$ cat src/rtl/scd_pkg.sv
package scd_pkg;
  localparam int CODE_W = 4;
  localparam int ZRUN_W = 4;
  localparam int ENT_W  = CODE_W + ZRUN_W;

  typedef enum logic [2:0] {
    ST_IDLE,
    ST_PLO,
    ST_PHI,
    ST_DEC,
    ST_HOLD
  } walk_state_t;

  function automatic logic [CODE_W-1:0] ent_code(input logic [ENT_W-1:0] e);
    return e[ENT_W-1:ZRUN_W];
  endfunction

  function automatic logic [ZRUN_W-1:0] ent_zrun(input logic [ENT_W-1:0] e);
    return e[ZRUN_W-1:0];
  endfunction
endpackage

$ cat src/rtl/scd_row_calc.sv
module scd_row_calc #(
  parameter int ROW_W  = 12,
  parameter int ZRUN_W = 4
) (
  input  logic              clk,
  input  logic              rst,
  input  logic              clear,
  input  logic              advance,
  input  logic [ZRUN_W-1:0] zrun,
  output logic [ROW_W-1:0]  row_next,
  output logic [ROW_W-1:0]  row_q
);
  localparam logic [ROW_W-1:0] ROW_ONE  = ROW_W'(1);
  localparam logic [ROW_W-1:0] ROW_SAFE = {1'b0, {(ROW_W-1){1'b1}}};

  logic first_q;

  always_comb begin
    if (first_q) row_next = ROW_W'(zrun);
    else         row_next = row_q + ROW_W'(zrun) + ROW_ONE;
  end

  always_ff @(posedge clk) begin
    if (rst) begin
      first_q <= 1'b1;
      row_q   <= '0;
    end else if (clear) begin
      first_q <= 1'b1;
      row_q   <= '0;
    end else if (advance) begin
      first_q <= 1'b0;
      row_q   <= row_next;
    end
  end

  // inside a column the row position strictly grows with each entry
  assert_row_grows_R3: assert property (@(posedge clk) disable iff (rst)
    (advance && !clear && !first_q && row_q < ROW_SAFE) |=> (row_q > $past(row_q)));
endmodule

$ cat src/rtl/scd_out_stage.sv
module scd_out_stage #(
  parameter int WGT_W = 16,
  parameter int ROW_W = 12
) (
  input  logic             clk,
  input  logic             rst,
  input  logic             load,
  input  logic [WGT_W-1:0] load_weight,
  input  logic [ROW_W-1:0] load_row,
  input  logic             out_ready,
  output logic             out_valid,
  output logic [WGT_W-1:0] out_weight,
  output logic [ROW_W-1:0] out_row,
  output logic             fire
);
  assign fire = out_valid && out_ready;

  always_ff @(posedge clk) begin
    if (rst) begin
      out_valid  <= 1'b0;
      out_weight <= '0;
      out_row    <= '0;
    end else if (load) begin
      out_valid  <= 1'b1;
      out_weight <= load_weight;
      out_row    <= load_row;
    end else if (fire) begin
      out_valid  <= 1'b0;
    end
  end

  // a stalled pair stays put
  assert_stall_hold_R7: assert property (@(posedge clk) disable iff (rst)
    (out_valid && !out_ready) |=> (out_valid && $stable(out_weight) && $stable(out_row)));

  // a new pair is never loaded over one still pending
  assert_no_overwrite_R7: assert property (@(posedge clk) disable iff (rst)
    load |-> !out_valid);
endmodule

$ cat src/rtl/sparse_col_decoder.sv
module sparse_col_decoder
  import scd_pkg::*;
#(
  parameter int COL_W  = 6,
  parameter int ENT_AW = 8,
  parameter int WGT_W  = 16,
  parameter int ROW_W  = 12
) (
  input  logic              clk,
  input  logic              rst,
  input  logic              col_req_valid,
  input  logic [COL_W-1:0]  col_req_idx,
  output logic              col_req_ready,
  output logic              ptr_rd_en,
  output logic [COL_W:0]    ptr_rd_addr,
  input  logic [ENT_AW-1:0] ptr_rd_data,
  output logic              ent_rd_en,
  output logic [ENT_AW-1:0] ent_rd_addr,
  input  logic [7:0]        ent_rd_data,
  output logic [3:0]        cb_rd_addr,
  input  logic [WGT_W-1:0]  cb_rd_data,
  output logic              out_valid,
  input  logic              out_ready,
  output logic [WGT_W-1:0]  out_weight,
  output logic [ROW_W-1:0]  out_row,
  output logic              done
);
  localparam int PA_W = COL_W + 1;

  walk_state_t       state_q, state_d;
  logic [PA_W-1:0]   col_q;
  logic [ENT_AW-1:0] cur_q, end_q, cur_inc;
  logic              done_d;
  logic              emit, last_dec, row_clear, row_adv, fire;
  logic [CODE_W-1:0] code;
  logic [ZRUN_W-1:0] zrun;
  logic [ROW_W-1:0]  row_next, row_q;

  assign code     = ent_code(ent_rd_data);
  assign zrun     = ent_zrun(ent_rd_data);
  assign cur_inc  = cur_q + ENT_AW'(1);
  assign last_dec = (cur_inc == end_q);
  assign emit     = (state_q == ST_DEC) && (code != '0);
  assign row_adv  = (state_q == ST_DEC);
  assign row_clear = (state_q == ST_IDLE);
  assign cb_rd_addr = code;
  assign col_req_ready = (state_q == ST_IDLE);

  always_comb begin
    state_d     = state_q;
    done_d      = 1'b0;
    ptr_rd_en   = 1'b0;
    ptr_rd_addr = col_q;
    ent_rd_en   = 1'b0;
    ent_rd_addr = cur_q;
    unique case (state_q)
      ST_IDLE: begin
        ptr_rd_addr = PA_W'(col_req_idx);
        if (col_req_valid) begin
          ptr_rd_en = 1'b1;
          state_d   = ST_PLO;
        end
      end
      ST_PLO: begin
        ptr_rd_en   = 1'b1;
        ptr_rd_addr = col_q + PA_W'(1);
        state_d     = ST_PHI;
      end
      ST_PHI: begin
        if (ptr_rd_data == cur_q) begin
          done_d  = 1'b1;
          state_d = ST_IDLE;
        end else begin
          ent_rd_en = 1'b1;
          state_d   = ST_DEC;
        end
      end
      ST_DEC: begin
        if (code != '0) begin
          state_d = ST_HOLD;
        end else if (last_dec) begin
          done_d  = 1'b1;
          state_d = ST_IDLE;
        end else begin
          ent_rd_en   = 1'b1;
          ent_rd_addr = cur_inc;
        end
      end
      ST_HOLD: begin
        if (fire) begin
          if (cur_q == end_q) begin
            done_d  = 1'b1;
            state_d = ST_IDLE;
          end else begin
            ent_rd_en = 1'b1;
            state_d   = ST_DEC;
          end
        end
      end
      default: state_d = ST_IDLE;
    endcase
  end

  always_ff @(posedge clk) begin
    if (rst) begin
      state_q <= ST_IDLE;
      col_q   <= '0;
      cur_q   <= '0;
      end_q   <= '0;
      done    <= 1'b0;
    end else begin
      state_q <= state_d;
      done    <= done_d;
      if (state_q == ST_IDLE && col_req_valid) col_q <= PA_W'(col_req_idx);
      if (state_q == ST_PLO) cur_q <= ptr_rd_data;
      if (state_q == ST_PHI) end_q <= ptr_rd_data;
      if (state_q == ST_DEC) cur_q <= cur_inc;
    end
  end

  scd_row_calc #(
    .ROW_W (ROW_W),
    .ZRUN_W(ZRUN_W)
  ) u_row (
    .clk     (clk),
    .rst     (rst),
    .clear   (row_clear),
    .advance (row_adv),
    .zrun    (zrun),
    .row_next(row_next),
    .row_q   (row_q)
  );

  scd_out_stage #(
    .WGT_W(WGT_W),
    .ROW_W(ROW_W)
  ) u_out (
    .clk        (clk),
    .rst        (rst),
    .load       (emit),
    .load_weight(cb_rd_data),
    .load_row   (row_next),
    .out_ready  (out_ready),
    .out_valid  (out_valid),
    .out_weight (out_weight),
    .out_row    (out_row),
    .fire       (fire)
  );

  // entries are only decoded while the pointer is inside the column span
  assert_dec_in_span_R2: assert property (@(posedge clk) disable iff (rst)
    (state_q == ST_DEC) |-> (cur_q < end_q));

  // done never coincides with a pending pair
  assert_done_no_valid_R8: assert property (@(posedge clk) disable iff (rst)
    done |-> !out_valid);

  // done lasts a single cycle
  assert_done_pulse_R8: assert property (@(posedge clk) disable iff (rst)
    done |=> !done);

  // an idle decoder has nothing pending at its output
  assert_idle_clear_R9: assert property (@(posedge clk) disable iff (rst)
    col_req_ready |-> !out_valid);
endmodule

$ cat config.mk
export PLATFORM = sky130hd
export DESIGN_NAME = sparse_col_decoder
export DESIGN_NICKNAME = d
export VERILOG_FILES = /design/src/rtl/scd_pkg.sv /design/src/rtl/scd_row_calc.sv /design/src/rtl/scd_out_stage.sv /design/src/rtl/sparse_col_decoder.sv
export SDC_FILE = /design/constraint.sdc
export NUM_CORES = 1
export LEC_CHECK = 0
export ABC_AREA = 1
export BUFFER_PORTS_ARGS = -buffer_cell sky130_fd_sc_hd__buf_2
export CAP_MARGIN = 20
export CELL_PAD_IN_SITES_DETAIL_PLACEMENT = 0
export CELL_PAD_IN_SITES_GLOBAL_PLACEMENT = 1
export CORE_ASPECT_RATIO = 0.9
export CORE_UTILIZATION = 42
export CTS_BUF_LIST = sky130_fd_sc_hd__clkbuf_2
export DETAILED_ROUTE_END_ITERATION = 10
export PLACE_DENSITY = 0.89
export RECOVER_POWER = 100
export SYNTH_ARGS = -nofsm -noshare
export SYNTH_HDL_FRONTEND = slang
export SYNTH_SLANG_ARGS = --single-unit
$ cat constraint.sdc
create_clock -name clk -period 4.1 [get_ports clk]
set_input_delay 0.615 -clock clk [delete_from_list [all_inputs] [get_ports clk]]
set_output_delay 0.615 -clock clk [all_outputs]
set_load 0.05 [all_outputs]
## Word level (Yosys, flattened, before mapping)

Index checks and enable logic that the tools add are counted.

| operators by class | value |
|---|---|
| add/subtract/negate cells | 4 |
| multipliers | 0 |
| divide/modulo/power cells | 0 |
| magnitude comparators | 0 |
| equality and inequality tests | 10 |
| shift-type cells | 0 |
| mux-type cells | 30 |
| bitwise logic cells | 0 |
| reduce and logical (&&, ||, !) cells | 9 |

Operators by type and width:

| cell | number |
|---|---|
| $mux 8 | 5 |
| $eq 8x8->1 | 3 |
| $pmux 3 s5 | 1 |
| $pmux 7 s2 | 1 |
| $mux 1 | 13 |
| $add 12x1->12 const B | 1 |
| $add 12x4->12 | 1 |
| $mux 12 | 1 |
| $mux 3 | 4 |
| $add 8x1->8 const B | 1 |
| $add 6x1->7 const B | 1 |
| $eq 3x2->1 const B | 2 |
| $pmux 1 s3 | 2 |
| $mux 2 | 2 |
| $ne 2x2->1 const B | 2 |
| $reduce_bool 2->1 | 2 |
| $reduce_bool 4->1 | 1 |
| $eq 3x1->1 const B | 1 |
| $eq 3x3->1 const B | 1 |
| $logic_and 1x1->1 | 3 |
| $logic_not 3->1 | 1 |
| $ne 3x2->1 const B | 1 |
| $reduce_and 3->1 | 1 |
| $pmux 1 s2 | 1 |
| $reduce_or 2->1 | 1 |

| word-level totals | value |
|---|---|
| flip-flop bits (word level) | 68 |
| bits in latches | 0 |
| RAM bits | 0 |
| memory bits (read-only) | 0 |
| output and inout bits | 52 |
| word-level logic and storage cells | 63 |
| memories kept | 0 |

## Depth between registers and ports, before layout

| logic depth | value |
|---|---|
| word-level depth | 5 |
| depth in mapped cells | 15 |
| gate-level depth less buffers | 15 |

## Modules after synthesis

A second synthesis with hierarchy kept.

| second synthesis, totals | value |
|---|---|
| cell total of the unflattened synthesis | 604 |
| area, all modules | 4095.2 µm² |

By module, submodules not included:

| module | times used | cells each | area each (µm²) |
|---|---|---|---|
| sparse_col_decoder | 1 | 312 | 2034.5 |
| scd_out_stage | 1 | 128 | 1041.0 |
| scd_row_calc | 1 | 164 | 1019.7 |

## Worst setup path before layout

Ideal clock, no wire load.

| timing | value |
|---|---|
| path type | input to output |
| start point | input ent_rd_data[5] |
| end point | output ent_rd_addr[2] |
| arrival | 2.359 ns |
| data required time | 3.485 ns |
| slack | 1.126 ns |
| stages | 5 |
| buffers on the path | 0 |
| cell sequence | nor4_1 inv_1 nor2_2 nand2_8 o21ai_0 |

| between the ends | value |
|---|---|
| cells in the longest elaborated chain, start to end | 3 |

Ends and longest elaborated chain:

| what | line | text |
|---|---|---|
| start: declaration | sparse_col_decoder.sv:19 | `input logic [7:0] ent_rd_data,` |
| $reduce_bool 4->1 | sparse_col_decoder.sv:79 | `if (code != '0) begin` |
| $mux 8 | sparse_col_decoder.sv:79 |  |
| $mux 8 | sparse_col_decoder.sv:56 | `unique case (state_q)` |
| end: declaration | sparse_col_decoder.sv:18 | `output logic [ENT_AW-1:0] ent_rd_addr,` |

Every way passes these cells.

## Final worst setup path

| timing | value |
|---|---|
| start point | register cur_q[1] |
| end point | output ent_rd_addr[1] |

| between the ends | value |
|---|---|
| cells in the longest elaborated chain, start to end | 5 |

Ends and longest elaborated chain:

| what | line | text |
|---|---|---|
| start: declaration | sparse_col_decoder.sv:32 | `logic [ENT_AW-1:0] cur_q, end_q, cur_inc;` |
| start signal: assignment | sparse_col_decoder.sv:115 | `if (state_q == ST_PLO) cur_q <= ptr_rd_data;` |
| start signal: assignment | sparse_col_decoder.sv:117 | `if (state_q == ST_DEC) cur_q <= cur_inc;` |
| $add 8x1->8 | sparse_col_decoder.sv:41 | `assign cur_inc = cur_q + ENT_AW'(1);` |
| $eq 8x8->1 | sparse_col_decoder.sv:42 | `assign last_dec = (cur_inc == end_q);` |
| $mux 8 | sparse_col_decoder.sv:81 | `end else if (last_dec) begin` |
| $mux 8 | sparse_col_decoder.sv:79 |  |
| $mux 8 (*) | sparse_col_decoder.sv:56 |  |

Mark *: on every way between the ends. The rest lies on a longest branch, timed or not.

==> impl_metrics.json <==
{
  "clk_latency_ps": 520,
  "final.min_clock_period_ps": 3511,
  "chipWidth_um": 101.9,
  "skew_ps": 36.87,
  "stdcell_count": 754,
  "diodes": 0,
  "r2r_cells": 8,
  "path_clk_slew_ps": 220,
  "grt_pass1_vias": 3386,
  "crit_path_start": "cur_q[1]",
  "cts_buffers": 9,
  "fin_tns_setup_ps": 0,
  "yosysSeqAreaShare": 0.3610,
  "syn_avg_cell_area_sq_um": 6.882,
  "antenna_left": 0,
  "path_delay_family": "simple AND/OR/NAND/NOR gates",
  "dieArea_sq_um": 9362,
  "rsz0062_at_grt": "no",
  "crit_buf_inv": 3,
  "cts_max_level": 3,
  "rows": 32,
  "min_path_cells": 3,
  "cp-end-kind": "output pin",
  "synth_fp_nets": 597,
  "cts_tree": "yes",
  "final_common_cell": "nand2_1",
  "post-route-period-util": 0.8562,
  "max_stage_delay_ps": 500,
  "hold_start": "cb_rd_data[3]",
  "place.gp.congestion": 0.7916,
  "worst_slew_pin_slew_ps": 1285,
  "grt_max_degree": 40,
  "cts_sinks": 68,
  "syn-cell-area_sq_um": 3771,
  "hold_path_class": "in -> reg",
  "cts_setup_buffers": 0,
  "drc": 0,
  "final_cell_mix": "120 x nand2_1, 68 x dfxtp_1, 62 x o21ai_0",
  "synthCells": 548,
  "yosysWarnings": 0,
  "reg2reg_slack_ps": 910,
  "status": "complete, no violations",
  "syn_to_final_growth_pct": 14.93,
  "synth-seq-cells": 68,
  "drive_gt1_frac": 0.1417,
  "routedWlPerCell_um": 13.05,
  "dp.cells": 737,
  "totalWireLength_um": 9840,
  "vias": 3741,
  "cts_resized": 0,
  "path_common_cell": "nand2_1",
  "viasPerCell": 4.962,
  "ys_async_sr_fraction": 0,
  "cpMaxStageDelayCell": "dfxtp_1",
  "antenna_found_initial": 0,
  "fill_cells": 946,
  "fmax_mhz": 284.9,
  "peakVddDrop_v": 0.0004422,
  "synth_edf_count": 0,
  "max-cap-violations": 0,
  "hold_end": "u_out.out_weight[3]",
  "drv_slew": 0,
  "finalHoldViolCount": 0,
  "leakage_uw": 0.001823,
  "cp.required_ps": 3480,
  "critPathArrivalTime_ps": 2900,
  "grt_pass1_wl_um": 16060,
  "overflow": 0,
  "ys.flop_type": "dfxtp_1",
  "die_y_um": 91.90,
  "ios": 94,
  "worstPathCellList": "ha_1 > nand2_1 > nand2_1 > inv_1 > nand2_1 > nand3_1 > nor2_4 > nand3_4 > nand2_8 > inv_6 > o21ai_2 > clkbuf_1",
  "crit_fanout": 12,
  "cts_root_buf": "clkbuf_2",
  "cts.path.max_buffers": 2,
  "relSlewSlack": 0.1436,
  "finalSetupViolations": 0,
  "nets": 679,
  "power_density_nw_per_um2": 675.2,
  "grtUsageTotal": 0.2191,
  "port-buffer-count": 93,
  "dp_hpwl_um": 7213,
  "synth_cell_type_count": 42,
  "firstDrtPassIters": 4,
  "r2r-end": "u_out.out_row[8]",
  "first_iter_violations": 186,
  "initial_core_util": 0.4361,
  "crit_type": "reg -> out",
  "r2r-start": "state_q[1]",
  "coreArea_sq_um": 8648,
  "startpoint_type": "register",
  "postCtsHoldBufs": 0
}
[logic make-up (layout without fill, tap and decap cells)]
logic type,after synthesis,in the layout,synth area share
muxes,1,1,0.002654
and+or+nand+nor,223,223,0.2618
DFF,68,68,0.3610
adders and majority gates,7,7,0.02522
buffers and inverters,93,180,0.1055
xor gates and xnor gates,15,15,0.03484
AOI/OAI and AO/OA,141,141,0.2090
[power by group]
part	leakage, uW	total, uW	internal (uW)	switching [uW]
combinational	0.00120	1570	388	1190
clock	0.0000653	398	137	261
sequential	0.000554	954	818	135
[layer usage]
layer,vias to the layer above,global-route usage,part of all wire
met5,-,0,0
met4,0,0.04405,0.0064
met3,5,0.06021,0.062
met2,93,0.3390,0.43
met1,1697,0.3043,0.50
li1,1946,-,-
[area by class of cell]
type	instances	area, sq um	share of cell area
Inverter	66	252.7	0.05831
Multi-Input combinational cell	387	2012	0.4642
Clock inverter	7	67.56	0.01559
Timing Repair Buffer	98	446.7	0.1031
Sequential cell	68	1361	0.3141
Tap cell	119	148.9	0.03435
Clock buffer	9	45.04	0.01039
[synthesized netlist by cell type, drive strengths merged (8+ instances only)]
library cell	instances	share of area
dfxtp	68	0.36
nor2	63	0.069
inv	63	0.064
clkbuf	14	0.014
nand3	21	0.035
buf	13	0.025
o211ai	8	0.016
a21oi	46	0.061
nand2	126	0.13
o21ai	70	0.099
xnor2	8	0.019
[through the flow]
stage	setup WS (ps)	hold WS [ps]	area (sq um)	util	total power, uW
floorplan	1126	444.7	3771	-	2225
detailed placement	1245	462.9	4290	0.4961	2589
global route	375.1	308.3	4334	0.5012	3141
finish	589.5	335.0	4334	0.5012	2927
CTS	770.0	294.6	4403	0.5091	2990
global placement	1275	457.1	4263	0.4929	2565
[worst max-delay path by stage]
stage	end	cells after the start
floorplan	ent_rd_addr[2]	5
global placement	u_out.out_row[2]	7
detailed placement	u_out.out_row[8]	7
CTS	ent_rd_addr[1]	12
global route	ent_rd_addr[1]	12
finish	ent_rd_addr[1]	12
[registers in the layout (all words and copies together), names as in the netlist]
| signal | flops |
|---|---|
| end_q | 8 |
| col_q | 6 |
| u_row.row_q | 12 |
| done | 1 |
| u_out.out_weight | 16 |
| state_q | 3 |
| u_row.first_q | 1 |
| u_out.out_valid | 1 |
| cur_q | 8 |
| u_out.out_row | 12 |
[worst min-delay path: cells and delay by family]
family,cells,cell delay [ps]
buffers and inverters,1,70
AO/OA/AOI/OAI,1,70
AND/OR/NAND/NOR,1,70
No activity file was read; power rests on OpenSTA's default activity.
